### src/rtl/rdalu_pkg.sv
`timescale 1ns/1ps
package rdalu_pkg;

    localparam int XLEN  = 32;
    localparam int RIDXW = 5;
    localparam int OPCW  = 6;
    localparam int FUNW  = 6;
    localparam int IMMW  = 16;
    localparam int HALFW = XLEN - IMMW;

    localparam logic [OPCW-1:0] OPC_REG  = 6'h00;
    localparam logic [OPCW-1:0] OPC_ADDI = 6'h08;
    localparam logic [OPCW-1:0] OPC_ORI  = 6'h0D;
    localparam logic [OPCW-1:0] OPC_LUI  = 6'h0F;

    localparam logic [FUNW-1:0] FN_SLL = 6'h00;
    localparam logic [FUNW-1:0] FN_SRL = 6'h02;
    localparam logic [FUNW-1:0] FN_ADD = 6'h20;
    localparam logic [FUNW-1:0] FN_SUB = 6'h22;
    localparam logic [FUNW-1:0] FN_AND = 6'h24;
    localparam logic [FUNW-1:0] FN_OR  = 6'h25;
    localparam logic [FUNW-1:0] FN_XOR = 6'h26;
    localparam logic [FUNW-1:0] FN_SLT = 6'h2A;

    typedef enum logic [3:0] {
        OP_NONE, OP_ADD, OP_SUB, OP_AND, OP_OR, OP_XOR,
        OP_SLL, OP_SRL, OP_SLT, OP_ADDI, OP_ORI, OP_LUI
    } alu_op_e;

    typedef struct packed {
        logic [OPCW-1:0]  opc;
        logic [RIDXW-1:0] src_a;
        logic [RIDXW-1:0] src_b;
        logic [RIDXW-1:0] dst;
        logic [RIDXW-1:0] amt;
        logic [FUNW-1:0]  fn;
    } reg_word_t;

    typedef struct packed {
        logic [OPCW-1:0]  opc;
        logic [RIDXW-1:0] src_a;
        logic [RIDXW-1:0] dst;
        logic [IMMW-1:0]  imm;
    } imm_word_t;

    typedef struct packed {
        alu_op_e          op;
        logic [RIDXW-1:0] dst;
        logic [RIDXW-1:0] amt;
        logic [XLEN-1:0]  konst;
        logic             bad;
    } ctl_t;

    function automatic logic [XLEN-1:0] sext_imm(input logic [IMMW-1:0] v);
        return {{HALFW{v[IMMW-1]}}, v};
    endfunction

    function automatic logic [XLEN-1:0] zext_imm(input logic [IMMW-1:0] v);
        return {{HALFW{1'b0}}, v};
    endfunction

endpackage

### src/rtl/rdalu_decode.sv
`timescale 1ns/1ps
module rdalu_decode
    import rdalu_pkg::*;
(
    input  logic [XLEN-1:0]  instr,
    output logic [RIDXW-1:0] rs_idx,
    output logic [RIDXW-1:0] rt_idx,
    output ctl_t             ctl
);
    reg_word_t rw;
    imm_word_t iw;

    assign rw     = reg_word_t'(instr);
    assign iw     = imm_word_t'(instr);
    assign rs_idx = rw.src_a;
    assign rt_idx = rw.src_b;

    always_comb begin
        ctl       = '0;
        ctl.op    = OP_NONE;
        ctl.amt   = rw.amt;
        ctl.konst = zext_imm(iw.imm);
        unique case (rw.opc)
            OPC_REG: begin
                ctl.dst = rw.dst;
                unique case (rw.fn)
                    FN_ADD:  ctl.op = OP_ADD;
                    FN_SUB:  ctl.op = OP_SUB;
                    FN_AND:  ctl.op = OP_AND;
                    FN_OR:   ctl.op = OP_OR;
                    FN_XOR:  ctl.op = OP_XOR;
                    FN_SLL:  ctl.op = OP_SLL;
                    FN_SRL:  ctl.op = OP_SRL;
                    FN_SLT:  ctl.op = OP_SLT;
                    default: ctl.bad = 1'b1;
                endcase
            end
            OPC_ADDI: begin
                ctl.op    = OP_ADDI;
                ctl.dst   = iw.dst;
                ctl.konst = sext_imm(iw.imm);
            end
            OPC_ORI: begin
                ctl.op  = OP_ORI;
                ctl.dst = iw.dst;
            end
            OPC_LUI: begin
                ctl.op  = OP_LUI;
                ctl.dst = iw.dst;
            end
            default: ctl.bad = 1'b1;
        endcase
        if (ctl.bad) ctl.dst = '0;
    end

    always_comb begin

        bad_no_op_chk: assert (!ctl.bad || ctl.op == OP_NONE)
            else $error("illegal word decoded to an operation");
    end

endmodule

### src/rtl/rdalu_exec.sv
`timescale 1ns/1ps
module rdalu_exec
    import rdalu_pkg::*;
(
    input  ctl_t            ctl,
    input  logic [XLEN-1:0] opa,
    input  logic [XLEN-1:0] opb,
    output logic [XLEN-1:0] result
);
    always_comb begin
        unique case (ctl.op)
            OP_ADD:  result = opa + opb;
            OP_SUB:  result = opa - opb;
            OP_AND:  result = opa & opb;
            OP_OR:   result = opa | opb;
            OP_XOR:  result = opa ^ opb;
            OP_SLL:  result = opb << ctl.amt;
            OP_SRL:  result = opb >> ctl.amt;
            OP_SLT:  result = {{(XLEN-1){1'b0}}, ($signed(opa) < $signed(opb))};
            OP_ADDI: result = opa + ctl.konst;
            OP_ORI:  result = opa | ctl.konst;
            OP_LUI:  result = {ctl.konst[IMMW-1:0], {HALFW{1'b0}}};
            default: result = '0;
        endcase
    end

    always_comb begin

        lui_low_clear_chk: assert (ctl.op != OP_LUI || result[HALFW-1:0] == '0)
            else $error("load-upper left low bits set");

        slt_bool_chk: assert (ctl.op != OP_SLT || result[XLEN-1:1] == '0)
            else $error("set-less-than result not 0 or 1");

        srl_fill_chk: assert (ctl.op != OP_SRL || ctl.amt == '0 || !result[XLEN-1])
            else $error("right shift did not zero-fill");
    end

endmodule

### src/rtl/risc_dec_alu.sv
`timescale 1ns/1ps
module risc_dec_alu
    import rdalu_pkg::*;
(
    input  logic [31:0] instr,
    input  logic [31:0] rs_val,
    input  logic [31:0] rt_val,
    output logic [4:0]  rs_idx,
    output logic [4:0]  rt_idx,
    output logic [4:0]  dst_idx,
    output logic        wr_en,
    output logic [31:0] result,
    output logic        illegal
);
    ctl_t ctl;

    rdalu_decode u_dec (
        .instr  (instr),
        .rs_idx (rs_idx),
        .rt_idx (rt_idx),
        .ctl    (ctl)
    );

    rdalu_exec u_exec (
        .ctl    (ctl),
        .opa    (rs_val),
        .opb    (rt_val),
        .result (result)
    );

    assign dst_idx = ctl.dst;
    assign illegal = ctl.bad;
    assign wr_en   = !ctl.bad && (ctl.dst != '0);

    always_comb begin

        illegal_nowrite_chk: assert (!illegal || (!wr_en && result == '0))
            else $error("illegal word produced a write or result");

        zero_dst_chk: assert (dst_idx != '0 || !wr_en)
            else $error("write enabled for register 0");
    end

endmodule

### config.mk
export PLATFORM = sky130hd
export DESIGN_NAME = risc_dec_alu
export DESIGN_NICKNAME = d
export VERILOG_FILES = /design/src/rtl/rdalu_pkg.sv /design/src/rtl/rdalu_decode.sv /design/src/rtl/rdalu_exec.sv /design/src/rtl/risc_dec_alu.sv
export SDC_FILE = /design/constraint.sdc
export NUM_CORES = 1
export LEC_CHECK = 0
export BUFFER_PORTS_ARGS = -buffer_cell sky130_fd_sc_hd__buf_2
export CAP_MARGIN = 25
export CORE_ASPECT_RATIO = 1.5
export CORE_MARGIN = 3
export CORE_UTILIZATION = 55
export DETAILED_ROUTE_END_ITERATION = 12
export PLACE_DENSITY = 0.89
export SETUP_SLACK_MARGIN = 0.1
export SLEW_MARGIN = 5
export SYNTH_ARGS = -nofsm -noshare
export SYNTH_HDL_FRONTEND = slang
export SYNTH_SLANG_ARGS = --single-unit
### constraint.sdc
create_clock -name vclk -period 3.75
set_clock_uncertainty 0.15 [all_clocks]
set_input_delay 0.1875 -clock vclk [all_inputs]
set_output_delay 0.1875 -clock vclk [all_outputs]
set_load 0.05 [all_outputs]
# Word level (Yosys, flattened, before mapping)

Index checks and enable logic that the tools add are counted.

Register bits after elaboration: 0
Input bits: 96
Output and inout port bits: 49
Word-level logic and storage cells: 45

Add/subtract/negate cells: 3
Magnitude comparators: 1
Equality and inequality tests: 21
Shifts and indexed selects: 2
Muxes and demuxes: 7
Bitwise logic cells: 4
Reductions and logical operators: 7

Operators with widths:

| operator           | number |
|---|---|
| $pmux 32 s11       | 1 |
| $add 32x32->32     | 2 |
| $or 32x32->32      | 2 |
| $eq 6x6->1 const B | 6 |
| $pmux 9 s4         | 1 |
| $and 32x32->32     | 1 |
| $lt 32x32->1       | 1 |
| $mux 32            | 1 |
| $pmux 4 s8         | 1 |
| $shl 32x5->32      | 1 |
| $shr 32x5->32      | 1 |
| $sub 32x32->32     | 1 |
| $xor 32x32->32     | 1 |
| $eq 6x4->1 const B | 3 |
| $eq 4x3->1 const B | 4 |
| $eq 4x4->1 const B | 4 |
| $logic_not 6->1    | 2 |
| $eq 4x2->1 const B | 2 |
| $reduce_or 8->1    | 1 |
| $eq 6x2->1 const B | 1 |
| $mux 5             | 1 |
| $reduce_bool 5->1  | 1 |
| $eq 4x1->1 const B | 1 |
| $reduce_or 3->1    | 1 |
| other kinds (4)    | 4 |

# Depth between registers and ports, before layout

Gate-level depths: netlist (run 1).

Depth after elaboration: 7
Gate-level depth with buffers: 17
Depth with buffers taken out: 15

# Modules after synthesis

A second synthesis (run 1) with hierarchy kept.

Cell total of the unflattened synthesis: 1,371
Area total of the unflattened synthesis: 9,760.6 um^2

Modules (own cells, without submodules):

| module       | times used | cells each | area each (um^2) | sequential area each (um^2) |
|---|---|---|---|---|
| rdalu_exec   | 1          | 1,285      | 9,110.0          | 0.0 |
| rdalu_decode | 1          | 83         | 636.9            | 0.0 |
| risc_dec_alu | 1          | 3          | 13.8             | 0.0 |

# Least setup slack after synthesis (run 1)

Ideal clock, no wire load.

Path type: input port to output port
From: input instr[8]
To: output result[18]
Arrival time: 4.076 ns
Required time: 3.412 ns
Setup slack: -0.663 ns
Stages on the path: 16
Buffers on the path: 4
Path through: clkbuf_1 > inv_1 > clkbuf_1 > clkbuf_1 > clkbuf_1 > o21ai_0 > ha_1 > nand2_1 > o21ai_0 > nor3_1 > a21o_1 > o21a_1 > o21ai_0 > a31oi_1 > xor2_1 > o211ai_1

Cells in the longest elaborated chain, start to end: 3
Elaborated cells between the ends (all ways): 5
Classes of those cells: 1 x add/sub; 2 x shift; 2 x mux

Ends and longest elaborated chain:

| what             | RTL line           | text |
|---|---|---|
| from (decl)      | risc_dec_alu.sv:5  | `input logic [31:0] instr,` |
| $mux 32          | rdalu_decode.sv:23 | `unique case (rw.opc)` |
| $add 32x32->32   | rdalu_exec.sv:20   | `OP_ADDI: result = opa + ctl.konst;` |
| $pmux 32 s11 (*) | rdalu_exec.sv:11   | `unique case (ctl.op)` |
| to (decl)        | risc_dec_alu.sv:12 | `output logic [31:0] result,` |

Mark *: on every way between the ends. The rest lies on a longest branch, timed or not.

# Worst setup path after layout (run 1)

From: input instr[27]
To: output result[13]

Cells in the longest elaborated chain, start to end: 4
Elaborated cells between the ends (all ways): 17
Classes of those cells: 14 x eq/ne; 2 x mux; 1 x reduce/logical

Ends and longest elaborated chain:

| what                                          | RTL line |
|---|---|
| $eq 6x4->1 or $logic_not 6->1 (tied branches) | rdalu_decode.sv:23 |
| $pmux 9 s4 (*)                                | rdalu_decode.sv:23 |
| $eq 4x4->1, or another cell as far along      | rdalu_exec.sv:11 |
| $pmux 32 s11 (*)                              | rdalu_exec.sv:11 |

Marked as above.

==> results.tsv, run 1 <==
metric	value	unit
Initial Util	57.0	%
Max Slew Vio Count	0	
boundary pin count	145	
post-layout net count	1804	
syn nets	1555	
final worst-path cycle share	101	%
P&R area growth vs syn	31.2	%
crit path kind	input pin to output pin	
vias per cell	7.30	
Worst Tran Pin Value	0.696	ns
1st-iter DRT viols	1940	
Post-Synthesis Cells	1355	
PD cells	154	nW/um2
Core Util, Final	74.8	%
Initial DRT Pass Iterations	7	
share of cells above drive strength 1	32.5	%
height of the die	166	um
first-pass GRT wire length	72100	um
largest net degree at the start of global routing	61	
achievable frequency	0.263	GHz
YS warnings	0	
static leakage	5.75	nW
Fill cells	1357	
seq_cells	0	
critical path fanouts, max	6	
violated checks	setup timing	
Post-DP HPWL	38000	um
gr usage total	49.0	%
multi-input logic area	9240	um2
initial antenna violation count	1	
GPL Wtd Cong	1.13	
die width	113	um
Worst Setup End Kind	output pin	
crit-path cells	buf_6 -> nor3_4 -> nand3_4 -> buf_8 -> mux2_4 -> ha_4 -> a21o_4 -> nor3_4 -> buf_4 -> a21o_1 -> buf_6 -> o21bai_1 -> a31oi_1 -> o21ai_1 -> a21oi_1 -> xnor2_1 -> a221o_2 -> buf_8	
grt ovf	0	
Synth cell types	82	
Seq/Total Area, Yosys	0	%
relative slew slack	52.4	%
Max Cap Viol	0	
DR vias	13200	
core area	16500	um2
die area	18700	um2
outcome	finished with violations	
Storage cell area	0	um2
# clk buffers	0	
Worst EP required	3.41	ns
worst hold path type	input pin to output pin	
crit path DAT	3.47	ns
endpoints failing hold	0	
Synth Area per Inst	6.93	um2
Final WS setup	-0.0542	ns
Hold WS	0.225	ns
Port Buf Inserts	135	
row cnt	57	
final WL	49900	um
CP max stage delay	0.46	ns
post-synthesis instance area	9390	um2
post-route minimum period	3.80	ns
Max VDD drop	128	uV
Post-CTS Hold Buffers	0	
vias in the first global route	12400	
Buf+Inv Stages, Crit Path	5	
CP startpoint kind	input pin	
Antenna Nets Post-Route	0	
# DRC	0	
RSZ-0062 raised after global routing	true	
Slowest-stage cell, CP	a221o_2	
delay-heaviest family, CP	compound AO/OA/AOI/OAI gates	
Final setup violation count	4	
wire per inst	27.6	um
-- synth_stat cells (all sizes together) (10+ instances only) --
cell / count / area share (%)
nand2b: 12 / 0.80
a211oi: 32 / 2.6
xor2: 15 / 1.4
a21oi: 122 / 6.5
o21a: 10 / 0.80
a22oi: 10 / 0.80
nor2: 199 / 8.0
a31oi: 12 / 0.80
o21bai: 11 / 0.88
ha: 102 / 14
nand3: 24 / 1.3
buf: 48 / 3.0
o221ai: 16 / 1.5
a211o: 12 / 1.1
nor3: 35 / 2.0
mux4: 39 / 9.4
inv: 60 / 2.4
mux2: 22 / 2.6
a221oi: 11 / 1.1
xnor2: 19 / 1.8
o21ai: 81 / 4.3
a21o: 51 / 4.1
o22ai: 26 / 1.7
clkbuf: 60 / 2.4
or3: 18 / 1.3
nand2: 90 / 3.7
o211ai: 19 / 1.5
nor2b: 10 / 0.67
mux2i: 68 / 7.2
-- cells in the final DEF (no fill, tap or decap), drive strengths merged, types with 15 or more instances in the layout --
cell type  instances
a211oi            32
mux2              22
nor3              35
buf              350
mux4              39
o21ai             81
nand3             24
xnor2             19
mux2i             68
nor2             199
ha               102
o22ai             26
inv               60
xor2              15
nand2             90
or3               18
o211ai            19
a21o              51
o221ai            16
a21oi            122
-- layout make-up --
class / count / share of cell area, %
Antenna cell: 1 / 0.0203
Inverter: 62 / 1.89
Multi-Input combinational cell: 1186 / 75.0
Tap cell: 206 / 2.09
Timing Repair Buffer: 354 / 21.0
-- where the power goes --
group | internal (mW) | switching, mW | leakage (nW)
logic | 0.769 | 1.13 | 5.75
clock network | 0.0000000356 | 0 | 0.00000634
registers | 0 | 0 | 0
-- routing by layer --
layer	vias up	global-route usage, %	wire (um)
met5	-	0	0
met4	0	40.8	6120
met3	421	8.79	5840
met2	1209	78.3	21900
met1	5955	55.8	16000
li1	5613	-	-
-- timing repair --
item | in CTS | in global routing
hold endpoints to repair | 0 | 0
resized for setup | 65 | 90
gates cloned | 3 | 1
endpoints found under the setup margin | 21 | 31
pin swaps | 16 | 51
setup buffers | 3 | 8
-- cells by family after synthesis --
| group | share of synthesized area, % |
|---|---|
| muxes | 19.2 |
| adders and majority gates | 14.0 |
| and+or+nand+nor | 22.0 |
| AOI/OAI and AO/OA | 33.7 |
| buffers and inverters | 7.90 |
| xor gates and xnor gates | 3.17 |
-- per-stage QoR --
stage / power (mW) / cell area (um2) / setup TNS [ns] / std cells / worst slack, ns
floorplan: 1.02 / 9530 / -0.0965 / 1355 / -0.0965
global placement: 1.64 / 11500 / -1.24 / 1793 / -0.167
detailed placement: 1.66 / 11500 / -2.32 / 1793 / -0.293
CTS: 1.72 / 11900 / 0 / 1799 / 0.0446
global route: 1.98 / 12300 / -1.90 / 1809 / -0.199
finish: 1.89 / 12300 / -0.158 / 1809 / -0.0542
-- worst paths after layout --
| check | startpoint | endpoint | slack (ns) | cells after the start |
|---|---|---|---|---|
| max | instr[27] | result[13] | -0.05 | 18 |
| min | instr[21] | rs_idx[0] | 0.23 | 0 |
Power figures use the tool's default switching activity.
==> run 2, diff against run 1 <==
--- a/config.mk
+++ b/config.mk
@@ -5,11 +5,12 @@
 export SDC_FILE = /design/constraint.sdc
 export NUM_CORES = 1
 export LEC_CHECK = 0
+export ABC_AREA = 1
 export BUFFER_PORTS_ARGS = -buffer_cell sky130_fd_sc_hd__buf_2
 export CAP_MARGIN = 25
 export CORE_ASPECT_RATIO = 1.5
 export CORE_MARGIN = 3
-export CORE_UTILIZATION = 55
+export CORE_UTILIZATION = 56
 export DETAILED_ROUTE_END_ITERATION = 12
 export PLACE_DENSITY = 0.89
 export SETUP_SLACK_MARGIN = 0.1
==> run 2 against run 1 <==
The flow now finishes without violations. Largest power group unchanged. Routed wire length grew 14%. Highest routed layer is now met5. Critical endpoint is now result[20]. Count of clock-buffer cells in the layout is the same. Sequential share of layout area is the same. Non-clock buffer count shrank 174. Setup slack gained 0.21 ns. Global-route usage grew 1.1 points. Largest cell class unchanged. Via count grew 27%. Combinational power shrank 8%. Power shrank 8.1%.
==> results.tsv, run 2 <==
metric	value	unit	change
outcome	finished, final reports clean		
endpoints failing hold	0		unchanged
worst hold path type	input pin to output pin		
Post-CTS Hold Buffers	0		unchanged
largest net degree at the start of global routing	64		+4.9%
Flop pwr share	0	%	unchanged
seq_cells	0		unchanged
DR vias	16800		+27%
Antenna Nets Post-Route	0		unchanged
YS warnings	0		unchanged
most frequent cells in the layout	nand2_1 (811), nand3_1 (403), inv_1 (257), nor2_1 (239), buf_2 (128)		
1st-iter DRT viols	2014		+3.8%
Storage cell area	0	um2	unchanged
post-layout net count	2605		+44%
Port Buf Inserts	135		unchanged
largest cells by area after synthesis	nand2_1 (27%), nand3_1 (18%), ha_1 (11%)		
relative slew slack	37.3	%	-15 points
final worst-path cycle share	95.9	%	-5.5 points
P_sw	1.23	mW	+9.6%
Max Slew Vio Count	0		unchanged
boundary pin count	145		unchanged
min-delay src	instr[25]		
final WL	56800	um	+14%
syn nets	2529		+63%
post-synthesis instance area	11200	um2	+20%
vias per cell	6.31		-13%
Setup TNS	0	ns	+0.158 ns
crit path DAT	3.26	ns	-0.21 ns
first-pass GRT wire length	85900	um	+19%
die area	21800	um2	+17%
multiplexer area fraction after synthesis	0	%	-19 points
Worst setup startpoint	instr[31]		
die width	122	um	+7.9%
P&R area growth vs syn	8.58	%	
grt ovf	0		unchanged
core area	19400	um2	+18%
static leakage	7.02	nW	+22%
Yosys top cell area share	27.3	%	+14 points
post-route minimum period	3.60	ns	-0.208 ns
cell with the most instances on the worst path	nand2_1		
gr usage total	50.1	%	+1.1 points
Initial DRT Pass Iterations	9		+2
Synth Area per Inst	4.82	um2	-30%
Seq/Total Area, Yosys	0	%	unchanged
simple-gate share of the synthesized area	61.2	%	+39 points
clock network power share	0	%	unchanged
Hold Path Depth	0		unchanged
Worst Tran Pin Value	0.935	ns	+0.239 ns
share of cells above drive strength 1	9.82	%	-23 points
Synth Area in Compound Gates	11.5	%	-22 points
commonest non-fill, non-tap cell in the layout	nand2_1		
biggest area consumer among synthesized cells	nand2_1		
Fill cells	2112		+56%
achievable frequency	0.278	GHz	+5.8%
wire per inst	21.4	um	-23%
vias in the first global route	15700		+27%
crit path kind	input pin to output pin		
Post-Synthesis Cells	2329		+72%
# clk buffers	0		unchanged
Synth cell types	41		-50%
largest family of logic cells by synthesized area	simple AND/OR/NAND/NOR gates		
PD cells	143	nW/um2	-7.1%
RSZ-0062 raised after global routing	true		
post-synthesis adder-cell area fraction	11.7	%	-2.3 points
critical path fanouts, max	33		+27
Logic pwr share	100.0	%	about the same
Final setup violation count	0		-4
Post-DP HPWL	45200	um	+19%
Switching Share	70.8	%	+11 points
Max VDD drop	107	uV	-16%
Initial Util	57.9	%	+0.89 points
count leader, synth	nand2_1		
Post-synth top cells	nand2_1 (816), nand3_1 (407), inv_1 (258), nor2_1 (247)		
XOR/XNOR share of the synthesized area	1.72	%	-1.5 points
initial antenna violation count	3		+2
Worst EP required	3.41	ns	about the same
height of the die	179	um	+8.1%
Internal Power	0.508	mW	-34%
# DRC	0		unchanged
Worst Setup End Kind	output pin		
Max Cap Viol	0		unchanged
GPL Wtd Cong	1.21		+6.3%
CP max stage delay	0.33	ns	-0.13 ns
CP startpoint kind	input pin		
Power Total	1.74	mW	-8.1%
Slowest-stage cell, CP	ha_1		
row cnt	62		+8.8%
crit-path cells	buf_2 -> nor2_2 -> nand2_1 -> nor2_2 -> buf_12 -> nand2_1 -> o21ai_0 -> ha_1 -> nand2_1 -> nand2_1 -> nand2_1 -> nand2_1 -> nand2_1 -> nand3_1 -> nand2_1 -> nand3b_1 -> nand2_1 -> nand2_1 -> nor2_1 -> nor2_1 -> nand3_1 -> buf_2		
==> run 2: changes by cell type after synthesis, moves of 47 or more <==
cell     before  now
nor2_1      198  247
a21o_1       51    4
nand3_1      24  407
inv_1        60  258
mux2i_1      68    0
a21oi_1     122   70
nand2_1      89  816
==> run 2: cells by family after synthesis <==
group,count (synthesis)
compound gates,234
xor+xnor,22
fa+ha+maj,104
buf+inv,374
simple gates,1595
==> run 2: cell type report <==
class	instances	area [um2]	area share, %
multi-input combinational	1955	9790	80.3
timing repair buffer	180	1070	8.77
inverter	268	1010	8.27
tap	256	320	2.63
antenna	1	2.50	0.0205
==> run 2: power groups by stage <==
stage | Sequential [mW] | Clock, mW | Combinational [mW]
after floorplan | 0 | 0 | 1.11
after global placement | 0 | 0 | 1.59
after detailed placement | 0 | 0 | 1.61
after CTS | 0 | 0 | 1.62
after global routing | 0 | 0 | 1.87
final | 0 | 0.0000000357 | 1.74
==> run 2: per-stage QoR <==
stage	area (um2)	hold WS (ns)	utilization, %	instances	setup WS, ns
after floorplan	11200	0.392	-	2329	0.404
after global placement	12000	0.225	62.1	2658	-0.238
after detailed placement	12000	0.225	62.1	2658	-0.250
after CTS	12100	0.225	62.2	2658	0.0806
after global routing	12200	0.225	62.8	2659	0.0488
final	12200	0.225	62.9	2660	0.154
==> run 2: routing by layer <==
| metal | share of wire [%] | routed length (um) | vias up | track usage [%] |
|---|---|---|---|---|
| li1 | - | - | 7696 | - |
| met2 | 43 | 24600 | 1248 | 78.1 |
| met1 | 33 | 18700 | 7425 | 57.3 |
| met4 | 11 | 6210 | 4 | 39.5 |
| met5 | 0.048 | 27 | - | 0 |
| met3 | 13 | 7330 | 419 | 12.6 |
==> run 2: worst max-delay path: cells and delay by family <==
kind	cells	cell delay (ns)
buf+inv	3	0.57
compound gates	1	0.16
fa+ha+maj	1	0.33
simple gates	17	2.01
==> run 2: repair_timing <==
action                                  CTS  global route
gates resized for setup                   7            29
buffers inserted                          0             1
endpoints found under the setup margin    5            15
pin swaps                                 2             3
==> run 2: worst paths after layout <==
check,endpoint,slack [ns]
setup / recovery,result[20],0.15
hold / removal,rs_idx[4],0.23
